<file path="src/rtl/sd_cmd_pkg.sv">
package sd_cmd_pkg;
  localparam int WORD_W      = 32;
  localparam int CMD_W       = 16;
  localparam int IDX_W       = 6;
  localparam int RSP_WORDS   = 4;
  localparam int RSP_BITS    = RSP_WORDS * WORD_W;
  localparam int SHORT_BYTES = WORD_W / 8;
  localparam int LONG_BYTES  = RSP_BITS / 8;

  localparam int BIT_NEW     = 15;
  localparam int BIT_FAIL    = 14;
  localparam int BIT_NORSP   = 10;
  localparam int BIT_LONG    = 9;
  localparam int STS_TIMEOUT = 6;

  localparam int OFF_CMD  = 'h00;
  localparam int OFF_ARG  = 'h04;
  localparam int OFF_RSP0 = 'h10;
  localparam int OFF_STS  = 'h20;

  typedef enum logic {ST_IDLE, ST_WAIT} cmdState_t;

  typedef struct packed {
    logic wrCmd;
    logic wrArg;
    logic clrSts;
    logic launch;
    logic shiftByte;
    logic fileShort;
    logic fileLong;
    logic markFail;
    logic finish;
  } cmdStrobe_t;
endpackage

</file>
<file path="src/rtl/sd_cmd_ctrl.sv">
module sd_cmd_ctrl
  import sd_cmd_pkg::*;
#(
  parameter int ADDR_W = 8,
  parameter int LEN_W  = 5
) (
  input  logic              clk,
  input  logic              rstN,
  input  logic              regWrEn,
  input  logic [ADDR_W-1:0] regAddr,
  input  logic              wrNewBit,
  input  logic              cmdNoRsp,
  input  logic              cmdLong,
  input  logic              rspByteValid,
  input  logic              rspEnd,
  input  logic [LEN_W-1:0]  rspLen,
  input  logic              rspFail,
  output cmdStrobe_t        stb,
  output logic              busy,
  output logic              donePulse
);
  cmdState_t state;
  logic hitCmd, lenShort, lenLong;

  assign lenShort = (rspLen == LEN_W'(SHORT_BYTES));
  assign lenLong  = (rspLen == LEN_W'(LONG_BYTES));
  assign busy     = (state == ST_WAIT);

  always_comb begin
    stb        = '0;
    hitCmd     = regWrEn && (regAddr == ADDR_W'(OFF_CMD));
    stb.wrArg  = regWrEn && (regAddr == ADDR_W'(OFF_ARG));
    stb.clrSts = regWrEn && (regAddr == ADDR_W'(OFF_STS));
    stb.wrCmd  = hitCmd && (state == ST_IDLE);
    stb.launch = stb.wrCmd && wrNewBit;
    if (state == ST_WAIT) begin
      stb.shiftByte = rspByteValid;
      if (rspEnd) begin
        stb.finish = 1'b1;
        if (rspFail) begin
          stb.markFail = 1'b1;
        end else if (!cmdNoRsp) begin
          if (lenShort && !cmdLong) stb.fileShort = 1'b1;
          else if (lenLong)         stb.fileLong  = 1'b1;
          else                      stb.markFail  = 1'b1;
        end
      end
    end
  end

  always_ff @(posedge clk or negedge rstN) begin
    if (!rstN) begin
      state     <= ST_IDLE;
      donePulse <= 1'b0;
    end else begin
      donePulse <= stb.finish;
      case (state)
        ST_IDLE: if (stb.launch) state <= ST_WAIT;
        ST_WAIT: if (rspEnd)     state <= ST_IDLE;
        default:                 state <= ST_IDLE;
      endcase
    end
  end
endmodule

</file>
<file path="src/rtl/sd_cmd_dpath.sv">
module sd_cmd_dpath
  import sd_cmd_pkg::*;
#(
  parameter int ADDR_W = 8
) (
  input  logic                clk,
  input  logic                rstN,
  input  cmdStrobe_t          stb,
  input  logic [ADDR_W-1:0]   regAddr,
  input  logic [WORD_W-1:0]   regWrData,
  input  logic [7:0]          rspByte,
  output logic [WORD_W-1:0]   regRdData,
  output logic [CMD_W-1:0]    cmdWord,
  output logic [WORD_W-1:0]   stsWord,
  output logic [RSP_BITS-1:0] rspFlat,
  output logic [WORD_W-1:0]   reqArg
);
  logic [WORD_W-1:0]   argReg;
  logic [RSP_BITS-1:0] shiftBuf, bufNext;
  logic                stsTimeout;

  assign bufNext = stb.shiftByte ? {shiftBuf[RSP_BITS-9:0], rspByte} : shiftBuf;
  assign stsWord = WORD_W'({stsTimeout, {STS_TIMEOUT{1'b0}}});

  always_ff @(posedge clk or negedge rstN) begin
    if (!rstN) begin
      cmdWord    <= '0;
      argReg     <= '0;
      reqArg     <= '0;
      shiftBuf   <= '0;
      rspFlat    <= '0;
      stsTimeout <= 1'b0;
    end else begin
      if (stb.wrCmd)    cmdWord <= regWrData[CMD_W-1:0];
      if (stb.finish)   cmdWord[BIT_NEW] <= 1'b0;
      if (stb.markFail) cmdWord[BIT_FAIL] <= 1'b1;
      if (stb.wrArg)    argReg <= regWrData;
      if (stb.launch)   reqArg <= argReg;
      if (stb.launch)         shiftBuf <= '0;
      else if (stb.shiftByte) shiftBuf <= bufNext;
      if (stb.fileLong)       rspFlat <= bufNext;
      else if (stb.fileShort) rspFlat <= RSP_BITS'(bufNext[WORD_W-1:0]);
      if (stb.markFail) stsTimeout <= 1'b1;
      else if (stb.clrSts && regWrData[STS_TIMEOUT]) stsTimeout <= 1'b0;
    end
  end

  always_comb begin
    regRdData = '0;
    if (regAddr == ADDR_W'(OFF_CMD)) regRdData = WORD_W'(cmdWord);
    if (regAddr == ADDR_W'(OFF_ARG)) regRdData = argReg;
    if (regAddr == ADDR_W'(OFF_STS)) regRdData = stsWord;
    for (int k = 0; k < RSP_WORDS; k++) begin
      if (regAddr == ADDR_W'(OFF_RSP0 + 4 * k)) regRdData = rspFlat[k*WORD_W +: WORD_W];
    end
  end
endmodule

</file>
<file path="src/rtl/sd_cmd_issue.sv">
module sd_cmd_issue
  import sd_cmd_pkg::*;
#(
  parameter int ADDR_W = 8,
  parameter int LEN_W  = 5
) (
  input  logic              clk,
  input  logic              rstN,
  input  logic              regWrEn,
  input  logic [ADDR_W-1:0] regAddr,
  input  logic [31:0]       regWrData,
  output logic [31:0]       regRdData,
  output logic              cardReqValid,
  output logic [5:0]        cardReqIndex,
  output logic [31:0]       cardReqArg,
  input  logic              rspByteValid,
  input  logic [7:0]        rspByte,
  input  logic              rspEnd,
  input  logic [LEN_W-1:0]  rspLen,
  input  logic              rspFail,
  output logic              cmdDone
);
  cmdStrobe_t          stb;
  logic [CMD_W-1:0]    cmdWord;
  logic [WORD_W-1:0]   stsWord;
  logic [RSP_BITS-1:0] rspFlat;

  sd_cmd_ctrl #(.ADDR_W(ADDR_W), .LEN_W(LEN_W)) u_ctrl (
    .clk(clk), .rstN(rstN), .regWrEn(regWrEn), .regAddr(regAddr),
    .wrNewBit(regWrData[BIT_NEW]), .cmdNoRsp(cmdWord[BIT_NORSP]),
    .cmdLong(cmdWord[BIT_LONG]), .rspByteValid(rspByteValid),
    .rspEnd(rspEnd), .rspLen(rspLen), .rspFail(rspFail),
    .stb(stb), .busy(cardReqValid), .donePulse(cmdDone)
  );

  sd_cmd_dpath #(.ADDR_W(ADDR_W)) u_dpath (
    .clk(clk), .rstN(rstN), .stb(stb), .regAddr(regAddr),
    .regWrData(regWrData), .rspByte(rspByte), .regRdData(regRdData),
    .cmdWord(cmdWord), .stsWord(stsWord), .rspFlat(rspFlat),
    .reqArg(cardReqArg)
  );

  assign cardReqIndex = cmdWord[IDX_W-1:0];
endmodule

</file>
<file path="config.mk">
export PLATFORM = sky130hd
export DESIGN_NAME = sd_cmd_issue
export DESIGN_NICKNAME = d
export VERILOG_FILES = /design/src/rtl/sd_cmd_pkg.sv /design/src/rtl/sd_cmd_ctrl.sv /design/src/rtl/sd_cmd_dpath.sv /design/src/rtl/sd_cmd_issue.sv
export SDC_FILE = /design/constraint.sdc
export NUM_CORES = 1
export LEC_CHECK = 0
export BUFFER_PORTS_ARGS = -buffer_cell sky130_fd_sc_hd__buf_4
export CAP_MARGIN = 15
export CELL_PAD_IN_SITES_DETAIL_PLACEMENT = 0
export CELL_PAD_IN_SITES_GLOBAL_PLACEMENT = 1
export CORE_MARGIN = 2
export CORE_UTILIZATION = 50
export CTS_CLUSTER_DIAMETER = 200
export DETAILED_ROUTE_END_ITERATION = 7
export PLACE_DENSITY = 0.85
export RECOVER_POWER = 25
export SLEW_MARGIN = 25
export SYNTH_ARGS = -nofsm -noshare
export SYNTH_HDL_FRONTEND = slang
export SYNTH_SLANG_ARGS = --single-unit
</file>
<file path="constraint.sdc">
create_clock -name clk -period 3.8 [get_ports clk]
set_input_delay 0.19 -clock clk [delete_from_list [all_inputs] [get_ports clk]]
set_output_delay 0.19 -clock clk [all_outputs]
set_load 0.1 [all_outputs]
</file>
### Word-level counts from Yosys, hierarchy flattened

Index checks and enable logic that the tools add are counted.

* eq/ne operators: 8
* mux-type cells: 29
* bitwise logic cells: 1
* reductions and logical operators: 14

Operator list (number)
* 128-bit 2-to-1 mux: 5
* 32-bit 2-to-1 mux: 6
* 8-bit by 5-bit equality test with 1-bit output (second input constant): 4
* 16-bit 2-to-1 mux: 2
* 1-bit 2-to-1 mux: 10
* 2-bit nonzero test: 5
* 8-bit by 3-bit equality test with 1-bit output (second input constant): 1
* 8-bit by 6-bit equality test with 1-bit output (second input constant): 1
* 8-bit zero test: 1
* 1-bit logical AND: 7
* 5-bit by 3-bit equality test with 1-bit output (second input constant): 1
* 5-bit equality test (second input constant): 1
* 5-bit 2-to-1 mux: 1
* 2-bit 2-to-1 mux: 2
* 4-bit 2-to-1 mux: 1
* 3-bit 2-to-1 mux: 1
* 1-bit case mux with 2 select lines: 1
* 1-bit zero test: 1
* 1-bit NOT: 1

* bits in registers: 339
* bits of input ports: 59
* output and inout port bits: 72
* logic and storage cells: 62

### Longest topological paths before layout

* depth in word-level cells: 10
* mapped depth: 6
* mapped depth without buffers: 4

### Cells and area by module

From an unflattened synthesis, not the netlist that was laid out.

* cell total of the unflattened synthesis: 1367
* area total of the unflattened synthesis: 15386.0 µm²

By module, submodules not included
* sd_cmd_dpath: times used 1, cells each 1342, area an instance 15167.0 µm², sequential area each 8433.1 µm²
* sd_cmd_ctrl: times used 1, cells each 25, area an instance 219.0 µm², sequential area each 50.0 µm²

### Worst setup path after synthesis

No wires, ideal clock.

* path kind: in2out
* start: in regAddr[2]
* end: out regRdData[10]
* data arrival time: 3060 ps
* data required time: 3610 ps
* path slack: 550 ps
* stages: 6
* buffers on the path: 4
* path through: buf_2 > buf_1 > buf_1 > clkbuf_1 > o221ai_1 > o22ai_1

* longest elaborated chain between the ends: 8
* elaborated cells on any way between the ends: 14
* those cells by class: 6 x eq/ne; 7 x mux; 1 x reduce/logical

RTL lines
* from (decl): RTL line sd_cmd_issue.sv:10 `input logic [ADDR_W-1:0] regAddr,`
* 8-bit zero test: RTL line sd_cmd_dpath.sv:50 `if (regAddr == ADDR_W'(OFF_CMD)) regRdData = WORD_W'(cmdWord);`
* 16-bit 2-to-1 mux: RTL line sd_cmd_dpath.sv:50
* 32-bit 2-to-1 mux: RTL line sd_cmd_dpath.sv:51 `if (regAddr == ADDR_W'(OFF_ARG)) regRdData = argReg;`
* 32-bit 2-to-1 mux: RTL line sd_cmd_dpath.sv:52 `if (regAddr == ADDR_W'(OFF_STS)) regRdData = stsWord;`
* 32-bit 2-to-1 mux (3 in a row): RTL line sd_cmd_dpath.sv:54 `if (regAddr == ADDR_W'(OFF_RSP0 + 4 * k)) regRdData = rspFlat[k*WORD_W +: WORD_W];`
* 32-bit 2-to-1 mux *: RTL line sd_cmd_dpath.sv:54
* to (decl): RTL line sd_cmd_issue.sv:12 `output logic [31:0] regRdData,`

Every way passes the cells marked *; elsewhere a longest branch is shown, timed or not.

### Worst setup path after layout

* start: in regAddr[2]
* end: out regRdData[15]

Same word-level chain as after synthesis.

==> qor.txt <==
Status: completed
Period utilisation layout: 70.88%
Cell area after synthesis: 0.01428 mm^2
Htree depth: 2
Crit-path max FO: 55
Final GP Congestion: 0.8045
Skew-Pair Late Insertion Delay: 0.50 ns
Synth Area per Inst: 11.83 um^2
Core ar.: 0.02793 mm^2
Largest net degree at the start of global routing: 161
Vias in the first global route: 9947
Hold Crit Class: primary input to register
CTS tree: built
Post-route setup slack: 1.107 ns
Least-Margin Pin Slew: 0.9785 ns
Synthesis-stage register bit count: 339
Sequential Power Share: 51.2%
Starting density of the core: 51.12%
Max-Slew Margin vs Limit: 34.77%
Sw frac: 21.93%
Layout fillers: 2236
Startpoint Class: primary input
Final Max Tran Viols: 0
Port bufs: 130
Die area: 0.02993 mm^2
Ys flop type: dfrtp_1
Pleak: 9.342 nW
Layout cell share with drive strength beyond 1: 22.95%
Initial drt markers: 731
# diodes: 0
Synth area leader: dfrtp_1
Grt total ovfl: 0
Area contributors post-synth: dfrtp_1, mux2i_1, mux2_2
Crit path DAT: 2.50 ns
Register area: 0.008483 mm^2
# IOs: 131
Clock power frac: 44.2%
RSZ-0062 raised after global routing: false
Hold_ws: 0.01831 ns
Max Cap Viol: 0
Row count: 61
DRC violations left: 0
DR vias: 9859
Synth cell types: 36
Logic pwr share: 4.6%
Post-Syn Nets: 1266
Routed len/inst: 21.43 um
First-pass GRT wire length: 58.56 mm
Via density: 5.647
Critical path type: primary input to primary output
Syn Inst Count: 1207
Most frequent cell after synthesis: dfrtp_1
Synth cell count leaders: dfrtp_1, mux2i_1, nor2_1
Power Density: 422.8 mW/mm^2
FFs w/ async S/R, synth: 100.0%
Synth top area share: 59.41%
Cell-internal power: 5.618 mW
Reg clk slew, reported paths: 0.06 ns
Half-perimeter wire length after placement: 24.65 mm
Die width: 173.0 um
F_max: 0.3713 GHz
Syn-to-layout area delta: 19.18%
Fin Setup TNS: 0 ns
Clock buffer depth: 3
Fin. Hold Viols: 0
Dpl ws: 1.167 ns
Final total power: 7.196 mW
CTS sink count: 339
Chip height: 173.0 um
Total routed wirelength: 37.42 mm
Final nets: 1408
Area of the multi-input gates: 0.005366 mm^2
Worst Clk Skew: 0.01294 ns
Antenna Nets Post-Route: 0
Initial antenna violation count: 2
Period minus WS final: 2.693 ns
Register area share after synthesis: 59.41%
Post-synth EDFFs: 0
CP Capture Type: primary output
GR Util All Layers: 25.13%
Inserted Clock Buffers: 36
Setup repair bufs after CTS: 0
Yosys warns: 0
Max IR drop VDD: 0.0002684 V
Root Buffer: clkbuf_16
# setup viols final: 0
Psw: 1.578 mW
Worst endpoint required time: 3.61 ns
Initial DRT Pass Iterations: 5
==> placed cells by master, fill, tap and decap left out, drive strengths merged, types with 3 or more instances in the layout <==
cell,count
dlygate4sd3,41
o221ai,15
mux2i,162
or4b,3
o21ai,134
nor4,3
a221oi,16
inv,4
dfrtp,339
o22ai,15
clkinv,3
a21oi,16
nor3,4
clkbuf,53
nand2,136
buf,153
mux2,109
nor2,144
==> power groups by stage <==
stage,Clock [mW],Combinational [mW],Sequential [mW]
2_1_floorplan,0,0.126,3.74
3_3_place_gp,0,0.293,3.75
3_5_place_dp,0,0.298,3.75
4_1_cts,3.23,0.334,3.68
5_1_grt,3.38,0.361,3.69
6_report,3.18,0.330,3.69
==> path summary, 6_finish.rpt <==
path,from,to,slack [ns],depth (start not counted)
worst max-delay path,regAddr[2],regRdData[15],1.11,5
worst min-delay path,rspByte[6],u_dpath.shiftBuf[6],0.02,3
worst max register to register,u_ctrl.busy,u_dpath.shiftBuf[78],1.54,4
worst min register to register,u_dpath.rspFlat[52],u_dpath.rspFlat[52],0.47,2
max in group asynchronous,rstN,u_dpath.argReg[22],2.54,3
min in group asynchronous,rstN,u_dpath.reqArg[9],0.34,2
==> final cells by class <==
cell class | instances | share of cell area [%]
sequential | 339 | 49.85
multi-input combinational | 774 | 31.53
timing repair buffer | 194 | 9.646
clock buffer | 53 | 5.970
tap | 378 | 2.779
clock inverter | 4 | 0.1323
inverter | 4 | 0.08823
==> sequential cells by signal, summed over array words and instances, names as in the netlist <==
register            cells
u_dpath.argReg         32
u_ctrl.busy             1
u_dpath.reqArg         32
u_dpath.rspFlat       128
u_dpath.cmdWord        16
u_dpath.stsTimeout      1
u_dpath.shiftBuf      128
u_ctrl.donePulse        1
==> layer usage <==
metal | GRT usage, % | vias up | routed length [um] | share of wire (%)
met1 | 35.17 | 5006 | 16660 | 45
met3 | 5.607 | 69 | 2443 | 6.5
met5 | 0 | - | 13 | 0.035
met2 | 39.35 | 304 | 17230 | 46
met4 | 7.839 | 2 | 1068 | 2.9
li1 | - | 4478 | - | -
==> stage by stage <==
step | instances | utilization [%] | cell area (um^2)
detailed placement | 1648 | 55.73 | 15570
global route | 1746 | 60.92 | 17020
global placement | 1648 | 55.73 | 15570
CTS | 1746 | 60.92 | 17020
finish | 1746 | 60.92 | 17020
floorplan | 1207 | - | 14280
==> logic make-up (layout without fill, tap and decap cells) <==
| group | after synthesis | count (layout) | share of synthesized area, % |
|---|---|---|---|
| and+or+nand+nor | 303 | 303 | 8.693 |
| buffers and inverters | 94 | 255 | 3.172 |
| DFF | 339 | 339 | 59.41 |
| AOI/OAI and AO/OA | 200 | 200 | 8.035 |
| muxes | 271 | 271 | 20.69 |
==> worst max-delay path: stages <==
cell,delay [ns]
buf_4,0.64
nand2b_1,0.55
o221ai_1,0.59
o22ai_1,0.22
buf_4,0.28
==> timing repair <==
action                    CTS  global route
hold buffers               41             0
hold endpoints to repair  159             0
resized for setup           0             0
(Power assumes the default switching activity.)
